## src/rtl/tmr8_pkg.sv

```systemverilog
package tmr8_pkg;

    localparam int CNT_W  = 8;
    localparam int DATA_W = 8;
    localparam int N_FLAG = 3;

    typedef enum logic [1:0] {
        ACT_HOLD   = 2'b00,
        ACT_LOW    = 2'b01,
        ACT_HIGH   = 2'b10,
        ACT_TOGGLE = 2'b11
    } pin_act_e;

    typedef enum logic [1:0] {
        REG_COUNT = 2'd0,
        REG_CMP_A = 2'd1,
        REG_CMP_B = 2'd2,
        REG_CTRL  = 2'd3
    } reg_sel_e;

    typedef struct packed {
        logic cmb;
        logic cma;
        logic ovf;
    } evt_t;

    typedef struct packed {
        logic     adc_en;
        pin_act_e act_b;
        pin_act_e act_a;
    } ctrl_t;

    function automatic logic apply_act(logic cur, pin_act_e a);
        case (a)
            ACT_LOW:    return 1'b0;
            ACT_HIGH:   return 1'b1;
            ACT_TOGGLE: return ~cur;
            default:    return cur;
        endcase
    endfunction

    // Match B wins when it asks for a real action.
    function automatic pin_act_e pick_act(evt_t e, ctrl_t c);
        if (e.cmb && (c.act_b != ACT_HOLD))
            return c.act_b;
        else if (e.cma)
            return c.act_a;
        else
            return ACT_HOLD;
    endfunction

endpackage

```

## src/rtl/tmr8_count.sv

```systemverilog
module tmr8_count #(
    parameter int W = 8
) (
    input  logic            clk,
    input  logic            rst,
    input  logic            cnt_en,
    input  logic            load,
    input  logic            ld_a,
    input  logic            ld_b,
    input  logic [W-1:0]    wval,
    output logic [W-1:0]    cnt,
    output logic [W-1:0]    cmp_a,
    output logic [W-1:0]    cmp_b,
    output tmr8_pkg::evt_t  evt
);

    always_ff @(posedge clk) begin
        if (rst) begin
            cnt   <= '0;
            cmp_a <= '1;
            cmp_b <= '1;
        end else begin
            if (load)
                cnt <= wval;
            else if (cnt_en)
                cnt <= cnt + 1'b1;
            if (ld_a)
                cmp_a <= wval;
            if (ld_b)
                cmp_b <= wval;
        end
    end

    always_comb begin
        evt.cma = cnt_en && (cnt == cmp_a);
        evt.cmb = cnt_en && (cnt == cmp_b);
        evt.ovf = cnt_en && (&cnt);
    end

    a_r2_step: assert property (@(posedge clk) disable iff (rst)
        (cnt_en && !load) |=> cnt == W'($past(cnt) + 1'b1));

    a_r2_hold: assert property (@(posedge clk) disable iff (rst)
        (!cnt_en && !load) |=> $stable(cnt));

    a_r2_load: assert property (@(posedge clk) disable iff (rst)
        load |=> cnt == $past(wval));

    a_r3_wrap: assert property (@(posedge clk) disable iff (rst)
        (cnt_en && !load && (&cnt)) |=> cnt == '0);

endmodule

```

## src/rtl/tmr8_flags.sv

```systemverilog
module tmr8_flags (
    input  logic                          clk,
    input  logic                          rst,
    input  tmr8_pkg::evt_t                evt,
    input  logic                          rd_hit,
    input  logic                          wr_hit,
    input  logic [tmr8_pkg::N_FLAG-1:0]   wflag,
    input  logic                          dack_a,
    input  logic                          dack_b,
    input  logic                          keep_a,
    input  logic                          keep_b,
    output logic [tmr8_pkg::N_FLAG-1:0]   flag
);
    import tmr8_pkg::*;

    // bit order {match B, match A, overflow}
    logic [N_FLAG-1:0] arm;
    logic [N_FLAG-1:0] set_v;
    logic [N_FLAG-1:0] clr_sw;
    logic [N_FLAG-1:0] clr_dma;

    always_comb begin
        set_v   = {evt.cmb, evt.cma, evt.ovf};
        clr_sw  = wr_hit ? (arm & ~wflag) : '0;
        clr_dma = {dack_b & ~keep_b, dack_a & ~keep_a, 1'b0};
    end

    always_ff @(posedge clk) begin
        if (rst) begin
            flag <= '0;
            arm  <= '0;
        end else begin
            flag <= (flag & ~(clr_sw | clr_dma)) | set_v;
            if (wr_hit)
                arm <= '0;
            else if (rd_hit)
                arm <= flag;
        end
    end

    for (genvar i = 0; i < N_FLAG; i++) begin : g_chk
        a_r6_set_wins: assert property (@(posedge clk) disable iff (rst)
            set_v[i] |=> flag[i]);

        a_r5_unarmed_keeps: assert property (@(posedge clk) disable iff (rst)
            (flag[i] && !arm[i] && !clr_dma[i]) |=> flag[i]);

        a_r5_write_one_keeps: assert property (@(posedge clk) disable iff (rst)
            (flag[i] && wr_hit && wflag[i] && !clr_dma[i]) |=> flag[i]);

        a_r7_dma_clear: assert property (@(posedge clk) disable iff (rst)
            (clr_dma[i] && !set_v[i]) |=> !flag[i]);
    end

endmodule

```

## src/rtl/tmr8_wave.sv

```systemverilog
module tmr8_wave (
    input  logic              clk,
    input  logic              rst,
    input  tmr8_pkg::evt_t    evt,
    input  tmr8_pkg::ctrl_t   ctrl,
    output logic              wave_out,
    output logic              adc_start
);
    import tmr8_pkg::*;

    pin_act_e sel_act;

    always_comb sel_act = pick_act(evt, ctrl);

    always_ff @(posedge clk) begin
        if (rst) begin
            wave_out  <= 1'b0;
            adc_start <= 1'b0;
        end else begin
            wave_out  <= apply_act(wave_out, sel_act);
            adc_start <= evt.cma & ctrl.adc_en;
        end
    end

    a_r8_hold: assert property (@(posedge clk) disable iff (rst)
        (!evt.cma && !evt.cmb) |=> $stable(wave_out));

    a_r8_low: assert property (@(posedge clk) disable iff (rst)
        (evt.cma && !evt.cmb && ctrl.act_a == ACT_LOW) |=> !wave_out);

    a_r8_toggle: assert property (@(posedge clk) disable iff (rst)
        (evt.cma && !evt.cmb && ctrl.act_a == ACT_TOGGLE) |=> wave_out != $past(wave_out));

    a_r9_b_high: assert property (@(posedge clk) disable iff (rst)
        (evt.cmb && ctrl.act_b == ACT_HIGH) |=> wave_out);

    a_r9_b_low: assert property (@(posedge clk) disable iff (rst)
        (evt.cmb && ctrl.act_b == ACT_LOW) |=> !wave_out);

    a_r10_no_start: assert property (@(posedge clk) disable iff (rst)
        !(evt.cma && ctrl.adc_en) |=> !adc_start);

    a_r10_start: assert property (@(posedge clk) disable iff (rst)
        (evt.cma && ctrl.adc_en) |=> adc_start);

endmodule

```

## src/rtl/tmr8_channel.sv

```systemverilog
module tmr8_channel #(
    parameter bit HAS_ADC = 1'b1,
    parameter int CNT_W   = tmr8_pkg::CNT_W
) (
    input  logic       clk,
    input  logic       rst,
    input  logic       cnt_en,
    input  logic       bus_wr,
    input  logic       bus_rd,
    input  logic [1:0] bus_addr,
    input  logic [7:0] bus_wdata,
    output logic [7:0] bus_rdata,
    input  logic       dack_a,
    input  logic       dack_b,
    input  logic       dack_keep_a,
    input  logic       dack_keep_b,
    input  logic       ie_a,
    input  logic       ie_b,
    input  logic       ie_ovf,
    output logic       irq_cma,
    output logic       irq_cmb,
    output logic       irq_ovf,
    output logic       adc_start,
    output logic       wave_out
);
    import tmr8_pkg::*;

    localparam int DW = DATA_W;

    reg_sel_e          sel;
    logic              wr_cnt, wr_a, wr_b, wr_ctl, rd_ctl;
    logic [CNT_W-1:0]  cnt, cmp_a, cmp_b;
    evt_t              evt;
    ctrl_t             ctrl_q;
    logic [N_FLAG-1:0] flag;
    logic              adc_bit;

    always_comb begin
        sel    = reg_sel_e'(bus_addr);
        wr_cnt = bus_wr && (sel == REG_COUNT);
        wr_a   = bus_wr && (sel == REG_CMP_A);
        wr_b   = bus_wr && (sel == REG_CMP_B);
        wr_ctl = bus_wr && (sel == REG_CTRL);
        rd_ctl = bus_rd && (sel == REG_CTRL);
    end

    tmr8_count #(.W(CNT_W)) u_count (
        .clk    (clk),
        .rst    (rst),
        .cnt_en (cnt_en),
        .load   (wr_cnt),
        .ld_a   (wr_a),
        .ld_b   (wr_b),
        .wval   (bus_wdata[CNT_W-1:0]),
        .cnt    (cnt),
        .cmp_a  (cmp_a),
        .cmp_b  (cmp_b),
        .evt    (evt)
    );

    tmr8_flags u_flags (
        .clk    (clk),
        .rst    (rst),
        .evt    (evt),
        .rd_hit (rd_ctl),
        .wr_hit (wr_ctl),
        .wflag  (bus_wdata[7:5]),
        .dack_a (dack_a),
        .dack_b (dack_b),
        .keep_a (dack_keep_a),
        .keep_b (dack_keep_b),
        .flag   (flag)
    );

    always_ff @(posedge clk) begin
        if (rst) begin
            ctrl_q <= '0;
        end else if (wr_ctl) begin
            ctrl_q.act_a  <= pin_act_e'(bus_wdata[1:0]);
            ctrl_q.act_b  <= pin_act_e'(bus_wdata[3:2]);
            ctrl_q.adc_en <= HAS_ADC & bus_wdata[4];
        end
    end

    tmr8_wave u_wave (
        .clk       (clk),
        .rst       (rst),
        .evt       (evt),
        .ctrl      (ctrl_q),
        .wave_out  (wave_out),
        .adc_start (adc_start)
    );

    generate
        if (HAS_ADC) begin : g_adc
            assign adc_bit = ctrl_q.adc_en;
        end else begin : g_no_adc
            assign adc_bit = 1'b1;

            a_r12_no_start: assert property (@(posedge clk) disable iff (rst)
                !adc_start);

            a_r12_bit_fixed: assert property (@(posedge clk) disable iff (rst)
                !ctrl_q.adc_en);
        end
    endgenerate

    always_comb begin
        case (sel)
            REG_COUNT: bus_rdata = DW'(cnt);
            REG_CMP_A: bus_rdata = DW'(cmp_a);
            REG_CMP_B: bus_rdata = DW'(cmp_b);
            default:   bus_rdata = {flag, adc_bit, ctrl_q.act_b, ctrl_q.act_a};
        endcase
    end

    // flag vector order is {match B, match A, overflow}
    assign irq_cmb = flag[2] & ie_b;
    assign irq_cma = flag[1] & ie_a;
    assign irq_ovf = flag[0] & ie_ovf;

    a_r11_irq_needs_enable: assert property (@(posedge clk) disable iff (rst)
        (irq_cma -> ie_a) && (irq_cmb -> ie_b) && (irq_ovf -> ie_ovf));

endmodule

```

## config.mk

```make
export PLATFORM = sky130hd
export DESIGN_NAME = tmr8_channel
export DESIGN_NICKNAME = d
export VERILOG_FILES = /design/src/rtl/tmr8_pkg.sv /design/src/rtl/tmr8_count.sv /design/src/rtl/tmr8_flags.sv /design/src/rtl/tmr8_wave.sv /design/src/rtl/tmr8_channel.sv
export SDC_FILE = /design/constraint.sdc
export NUM_CORES = 1
export LEC_CHECK = 0
export ABC_AREA = 0
export ABC_CLOCK_PERIOD_IN_PS = 4560
export BUFFER_PORTS_ARGS = -buffer_cell sky130_fd_sc_hd__buf_2
export CAP_MARGIN = 0
export CORE_MARGIN = 2
export CORE_UTILIZATION = 50
export CTS_BUF_LIST = sky130_fd_sc_hd__clkbuf_8
export DETAILED_ROUTE_END_ITERATION = 8
export PLACE_DENSITY = 0.8
export SLEW_MARGIN = 25
export SYNTH_ARGS = -nofsm -noshare
export SYNTH_HDL_FRONTEND = slang
export SYNTH_HIERARCHICAL = 1
export SYNTH_SLANG_ARGS = --single-unit
```

## constraint.sdc

```tcl
create_clock -name clk -period 4.56 [get_ports clk]
set_input_delay 0.684 -clock clk [delete_from_list [all_inputs] [get_ports clk]]
set_output_delay 0.684 -clock clk [all_outputs]
set_load 0.005 [all_outputs]
```

==> run summary, run 1 <==
Req. time, crit path = 3.88 ns
CTS clk-pin slew, worst paths = 0.07 ns
All-Layer GR Usage = 21.4%
CTS tree = done
Max-cap violations = 0
LEAKAGE = 0.841 nW
Worst Path Buf+Inv = 2
CP top delay family = multiplexers
Worst path cell trace = buf_2 -> mux4_1 -> buf_2
First-pass GRT wire length = 7.33 mm
Congestion Overflow GR = 0
CP peak stage delay = 0.60 ns
Fraction of layout cells with a size suffix above 1 = 21.6%
Post-CTS Setup Repair Bufs = 0
Iter 0 DRT Violations = 104
Outcome = finished clean
Placed Cells = 278
# IOs = 35
Final non-filler cell total = 286
Clock Sinks = 37
Top routing layer in use = met4
H-tree levels = 2
FF+latch area = 741 sq um
Power share of the combinational group = 15.6%
Max Root-Sink Buffers = 2
Final Hold Fails = 0
Clock share of power = 31.1%
Setup crit end kind = primary output
Unrepaired setup endpoints after global routing = false
Final #Nets = 258
Worst-Margin Slew = 0.756 ns
Antenna viol nets, final = 0
Vias = 1649
First-pass DRT Iterations = 4
CP Data Arrival Time = 1.75 ns
Multi-input logic area = 1210 sq um
Antenna violations before repair = 0
Sequential Power Share = 53.2%
Max Slew Vio Count = 0
Internal = 0.495 mW
Post-CTS Hold Fix Bufs = 0
Maximum clock frequency = 0.412 GHz
Hold crit path type = reg -> reg
Per-cell routed wire length = 15.5 microns
Netlist cell types = 39
Async S/R FF share, synth = 0%
Post-CTS resize count = 0
Hold Crit Start = u_flags/arm[2]
Area Growth Syn to Fin = 10.9%
DIE AREA = 4620 sq um
R2R Setup Slk = 2.45 ns
Ranking of synthesized cells by area = dfxtp_1 36%, a211o_1 6.8%, xnor2_1 6.8%
Ant diodes = 0
Fin crit share = 53.3%
Starting density of the core = 51.5%
Number of synthesized register bits = 37
CP dominant cell by count = buf_2
Syn_nets = 232
CP startpoint = bus_addr[0]
Clock Skews = 0.00399 ns
Largest net degree at the start of global routing = 45
Routed length on met2 = 2.13 mm
Setup Viol. Count Final = 0
DRC viols = 0
CTS root buf = clkbuf_8
IO Port Bufs = 34
Filler cell count = 364
Switching power = 0.172 mW
Mean Syn Cell Area = 9.79 sq um
Worst-path fanout max = 13
TNS Setup = 0 ns
Rows = 23
Relative slew slack = 49.2%
Ys flop type = dfxtp_1
DRT met1 WL = 1.98 mm
Cell count after synthesis = 209
GPL Wtd Cong = 0.796
Vias in the first global route = 1528
P per Cell Area = 294 nW/um^2
Crit Path Category = in -> out
Detailed placement HPWL = 3.02 mm
Post-DR vias/cell = 5.77
Synthesis warning total = 6
Core Box Area = 3970 sq um
Reg-to-Reg Start = u_count/cnt[0]
Slowest cell on crit path = mux4_1
Switch share = 25.8%
Sequential element share of the synthesized area = 36.2%
Post-synth EDFFs = 0
Clk_lat worst skew = 0.28 ns
DIE HEIGHT = 68.0 microns
VDD IR max = 0.000202 V
Synthesized area = 2050 sq um
Tmin final = 2.43 ns
Die Wd = 68.0 microns
Top cell type's share of synthesized area = 36.2%
Cts bufs inserted = 5
Type of origin of the critical path = primary input
Dominant cell type by area after synthesis = dfxtp_1
Wirelength, routed = 4.44 mm
Metal3 WL = 318 microns
-- synth_stat cells (4+ instances only) --
| master | n |
|---|---|
| nor2b_1 | 16 |
| nand4_1 | 5 |
| mux4_2 | 6 |
| nor2_1 | 8 |
| buf_4 | 4 |
| a211o_1 | 16 |
| mux2i_1 | 8 |
| nand2b_1 | 12 |
| nand3_1 | 5 |
| clkbuf_1 | 7 |
| dfxtp_1 | 37 |
| nand2_1 | 10 |
| nor3_1 | 6 |
| xor2_1 | 4 |
| a21oi_1 | 7 |
| xnor2_1 | 16 |
-- path summary, 6_finish.rpt --
kind                     end  cells past startpoint
min          u_flags/flag[2]                      1
max reg2reg  u_wave/wave_out                      6
max             bus_rdata[4]                      3
min reg2reg  u_flags/flag[2]                      1
-- metal layers --
layer / global-route usage [%] / vias up
met4: 4.50 / 0
met5: 0 / -
met3: 4.11 / 2
met2: 36.9 / 54
li1: - / 809
met1: 27.7 / 784
-- final cells by class --
type,count,area share [%]
clock inverter,3,0.496
sequential,37,32.6
clock buffer,5,3.03
timing repair buffer,34,7.49
inverter,3,0.496
multi-input combinational,154,53.1
tap,50,2.75
-- cell usage in the layout, fill, tap and decap left out --
cell / synthesis / layout
or3_1: 3 / 3
nand3b_1: 2 / 2
mux2i_1: 8 / 8
nor2b_1: 16 / 16
inv_1: 3 / 6
o21ai_0: 3 / 3
xor2_1: 4 / 4
a31o_1: 1 / 1
mux4_1: 2 / 2
ha_1: 1 / 1
and3b_2: 2 / 2
mux2_2: 1 / 1
and3_2: 2 / 2
a211o_1: 16 / 16
a211oi_1: 3 / 3
nand2b_1: 12 / 12
clkbuf_8: 0 / 5
or4b_1: 1 / 1
nand2_1: 10 / 10
a21oi_1: 7 / 7
a221oi_2: 1 / 1
and2_1: 3 / 3
o22ai_1: 1 / 1
o211ai_1: 1 / 1
nand3_1: 5 / 5
nor3b_1: 2 / 2
nor3_1: 6 / 6
a311oi_1: 2 / 2
xnor2_1: 16 / 16
nor2_1: 8 / 8
mux4_2: 6 / 6
dfxtp_1: 37 / 37
buf_2: 2 / 34
a31oi_1: 2 / 2
nand4_1: 5 / 5
nor4bb_1: 1 / 1
o21bai_1: 1 / 1
-- flip-flops by register name, summed over array words and instances (netlist names) --
register / count
u_count/cmp_a: 8
u_count/cnt: 8
ctrl_q: 4
u_flags/arm: 3
adc_bit: 1
u_count/cmp_b: 8
u_flags/flag: 3
u_wave/wave_out: 1
u_wave/adc_start: 1
-- power groups by stage --
stage / clock [mW] / combinational (mW) / sequential (mW)
detailed placement: 0 / 0.104 / 0.363
CTS: 0.214 / 0.105 / 0.355
finish: 0.208 / 0.104 / 0.355
global placement: 0 / 0.102 / 0.362
floorplan: 0 / 0.0806 / 0.353
global route: 0.225 / 0.116 / 0.358
-- cells by family after synthesis --
group / share of synthesized area [%]
AND/OR/NAND/NOR: 22.1
AO/OA/AOI/OAI: 14.1
flip-flops: 36.2
XOR/XNOR: 8.56
buffers and inverters: 4.89
multiplexers: 13.6
adder cells (fa/ha/maj): 0.611
-- worst register-to-register path, cell delays in order (launching register included) --
cell      delay, ns
dfxtp_1        0.52
xnor2_1        0.18
nand4_1        0.11
nor3_1         0.59
a21oi_1        0.15
a31o_1         0.22
a221oi_2       0.25
-- through the flow --
| stage | power, mW | hold slack, ns | cell area, sq um | utilization [%] | setup slack [ns] |
|---|---|---|---|---|---|
| 2_1_floorplan | 0.433 | 0.418 | 2050 | - | 2.56 |
| 3_3_place_gp | 0.463 | 0.445 | 2190 | 55.2 | 2.16 |
| 3_5_place_dp | 0.466 | 0.450 | 2190 | 55.2 | 2.11 |
| 4_1_cts | 0.674 | 0.466 | 2270 | 57.2 | 2.11 |
| 5_1_grt | 0.699 | 0.482 | 2270 | 57.2 | 2.06 |
| 6_report | 0.667 | 0.470 | 2270 | 57.2 | 2.13 |
No activity file was read; power rests on OpenSTA's default activity.
==> inputs of run 2 (changes only) <==
- ABC_AREA: 0 -> 1
- ABC_CLOCK_PERIOD_IN_PS: 4560 -> 2100
- PLACE_DENSITY: 0.8 -> 0.83
- clock period: 4.56 -> 2.1 ns (I/O delays scaled with it)
==> run 2 against run 1 <==
Net effect:
- global-route usage rose by 7.0 points
- synthesized cell count up 53%
- flip-flop and latch count stayed put
==> run summary, run 2 <==
Outcome = finished clean
Starting density of the core = 52.2% (+0.63 points)
Ranking of synthesized cells by area = dfxtp_1 35%, nand2_1 14%, nand3_1 13%
CP top delay family = simple AND/OR/NAND/NOR gates
TNS Setup = 0 ns (unchanged)
Mean Syn Cell Area = 6.52 sq um (-33%)
Final Hold Fails = 0 (unchanged)
Die Wd = 68.6 microns (+0.91%)
Reg-to-Reg Start = u_count/cnt[7]
R2r endpoint = u_wave/wave_out
Sequential element share of the synthesized area = 35.5% (-0.69 points)
Synthesis warning total = 6 (unchanged)
Post-DR vias/cell = 5.61 (-2.7%)
Fin crit share = 79.3%
CP peak stage delay = 0.43 ns (-0.17 ns)
GPL Wtd Cong = 1.01 (+27%)
Sequential Power Share = 51.6% (-1.6 points)
Area after DPL = 2290 sq um (+4.7%)
Post-CTS resize count = 0 (unchanged)
Unrepaired setup endpoints after global routing = false
Netlist cell types = 25 (-36%)
Setup crit end kind = primary output
Biggest regs = u_count/cmp_a x8, u_count/cmp_b x8, u_count/cnt x8
VDD IR max = 0.000376 V (+86%)
Post-synth top cells = 77 x nand2_1, 54 x nand3_1, 37 x dfxtp_1
Final instance area = 2380 sq um (+4.8%)
R2R Setup Slk = 0.51 ns (-1.94 ns)
Post-route setup slack = 0.434 ns (-1.70 ns)
Clk_lat worst skew = 0.29 ns (about the same)
Post-CTS Hold Fix Bufs = 0 (unchanged)
CP Data Arrival Time = 1.35 ns (-0.40 ns)
WHS = 0.317 ns (-0.154 ns)
Maximum clock frequency = 0.600 GHz
Clock share of power = 32.9% (+1.8 points)
Internal = 1.08 mW (+120%)
Worst Hold End = u_count/cmp_b[0]
Final #Nets = 378 (+47%)
Antenna violations before repair = 0 (unchanged)
P per Cell Area = 630 nW/um^2 (+110%)
CP dominant cell by count = buf_2
Tmin final = 1.67 ns
Synthesized area = 2090 sq um (+2.0%)
Hold crit path type = in -> reg
Switch share = 28.1% (+2.3 points)
Rows = 23 (unchanged)
All-Layer GR Usage = 28.4% (+7.0 points)
Power share of the combinational group = 15.5% (about the same)
Vias = 2271 (+38%)
IO Port Bufs = 34 (unchanged)
Worst reg2reg path depth = 9 (+3)
Worst-Margin Slew = 0.462 ns (-0.294 ns)
Area Growth Syn to Fin = 14.0%
Per-cell routed wire length = 14.7 microns (-5.4%)
Commonest non-fill, non-tap cells in the layout = 77 x nand2_1, 54 x nand3_1, 37 x dfxtp_1
Setup Viol. Count Final = 0 (unchanged)
Vias in the first global route = 2026 (+33%)
Detailed placement HPWL = 4.48 mm (+48%)
Slowest cell on crit path = nor2_1
CTS tree = done
DRC viols = 0 (unchanged)
Post-CTS Setup Repair Bufs = 0 (unchanged)
Pre-CTS setup slack = 0.443 ns (-1.66 ns)
Core Box Area = 4000 sq um (+0.72%)
CTS root buf = clkbuf_8
Congestion Overflow GR = 0 (unchanged)
Number of synthesized register bits = 37 (unchanged)
H-tree levels = 2 (unchanged)
Post-synth EDFFs = 0 (unchanged)
Req. time, crit path = 1.78 ns (-2.10 ns)
Max-cap violations = 0 (unchanged)
LEAKAGE = 1.11 nW (+33%)
# IOs = 35 (unchanged)
Clock Skews = 0.00592 ns (+0.00193 ns)
Worst-path fanout max = 22 (+9)
Type of origin of the critical path = primary input
Worst path cell trace = buf_2 -> nor2_1 -> nand2_1 -> nand4_1 -> buf_2
Async S/R FF share, synth = 0% (unchanged)
Syn_nets = 343 (+48%)
Ys flop type = dfxtp_1
Switching power = 0.420 mW (+140%)
Filler cell count = 376 (+3.3%)
Max Slew Vio Count = 0 (unchanged)
Largest net degree at the start of global routing = 23 (-49%)
CTS clk-pin slew, worst paths = 0.07 ns (about the same)
Max Root-Sink Buffers = 2 (unchanged)
Clock Sinks = 37 (unchanged)
Relative slew slack = 69.1% (+20 points)
First-pass GRT wire length = 9.77 mm (+33%)
Top cell type's share of synthesized area = 35.5% (-0.69 points)
Wirelength, routed = 5.95 mm (+34%)
Final total power = 1.50 mW (+120%)
Crit Path Category = in -> out
Hold Crit Start = bus_wdata[0]
First-pass DRT Iterations = 5 (+1)
Dominant cell type by area after synthesis = dfxtp_1
Antenna viol nets, final = 0 (unchanged)
Ant diodes = 0 (unchanged)
Worst Path Buf+Inv = 2 (unchanged)
Iter 0 DRT Violations = 243 (+130%)
Fraction of layout cells with a size suffix above 1 = 18.3% (-3.3 points)
Cts bufs inserted = 5 (unchanged)
Most frequent cell after synthesis = nand2_1
Hold path depth = 3 (+2)
Commonest non-fill, non-tap cell in the layout = nand2_1
DIE AREA = 4710 sq um (+1.8%)
Cell count after synthesis = 320 (+53%)
CP startpoint = bus_addr[0]
DIE HEIGHT = 68.6 microns (+0.91%)
run 2: changes by cell type in the layout (fill, tap and decap cells not counted), moves of 12 or more:
| cell | before | now |
|---|---|---|
| nand3_1 | 5 | 54 |
| nor2_1 | 8 | 27 |
| nor2b_1 | 16 | 0 |
| a211o_1 | 16 | 0 |
| nand2_1 | 10 | 77 |
| inv_1 | 6 | 32 |
| nand2b_1 | 12 | 0 |
run 2: worst max-delay path by stage:
stage                 endpoint  cells after the start  slack (ns)
6_report          bus_rdata[7]                      5        0.43
2_1_floorplan   u_count/cnt[0]                      8        0.79
3_3_place_gp      bus_rdata[7]                      5        0.46
3_5_place_dp   u_flags/flag[2]                      6        0.44
4_1_cts           bus_rdata[7]                      5        0.47
5_1_grt           bus_rdata[7]                      5        0.37
run 2: power by group through the flow:
stage | clock network, mW | registers (mW) | logic [mW]
after floorplan | 0 | 0.774 | 0.150
after global placement | 0 | 0.787 | 0.223
final | 0.494 | 0.773 | 0.232
after detailed placement | 0 | 0.788 | 0.227
after CTS | 0.501 | 0.772 | 0.228
after global routing | 0.525 | 0.777 | 0.260
run 2: per-layer routing:
layer  wire [microns]  GRT usage [%]  vias up
li1                 -              -     1115
met1             2580           37.5     1032
met2             2760           46.8      113
met3              509           5.19       11
met4               97           8.75        0
met5                0              0        -
run 2: area by class of cell:
class / instances / area, sq um / area share, %
flip-flops and latches: 37 / 741 / 31.1
well taps: 50 / 62.6 / 2.63
clock buffers: 6 / 82.6 / 3.47
repair buffers: 40 / 215 / 9.04
clock inverters: 1 / 3.75 / 0.158
multi-input cells: 231 / 1120 / 47.3
inverters: 40 / 150 / 6.31
run 2: worst reg2reg max path: stages, from the launching register on:
cell and delay, ns:
dfxtp_1 0.46, inv_1 0.12, nand2_1 0.07, nand2_1 0.05, nor3_1 0.14, nand3_1 0.10
nor2_1 0.23, nand3_1 0.14, nand3_2 0.10, a21oi_2 0.05
run 2: cell families after synthesis:
group / Yosys count / synth area share, %
AOI/OAI and AO/OA: 39 / 10.4
xor gates and xnor gates: 9 / 3.78
adders and majority gates: 1 / 0.599
buffers and inverters: 52 / 10.6
DFF: 37 / 35.5
and+or+nand+nor: 182 / 39.1
run 2: per-stage QoR:
| stage | cells | util, % |
|---|---|---|
| after floorplan | 320 | - |
| after global placement | 398 | 57.3 |
| after detailed placement | 398 | 57.3 |
| after CTS | 405 | 59.5 |
| after global routing | 405 | 59.5 |
| final | 405 | 59.5 |
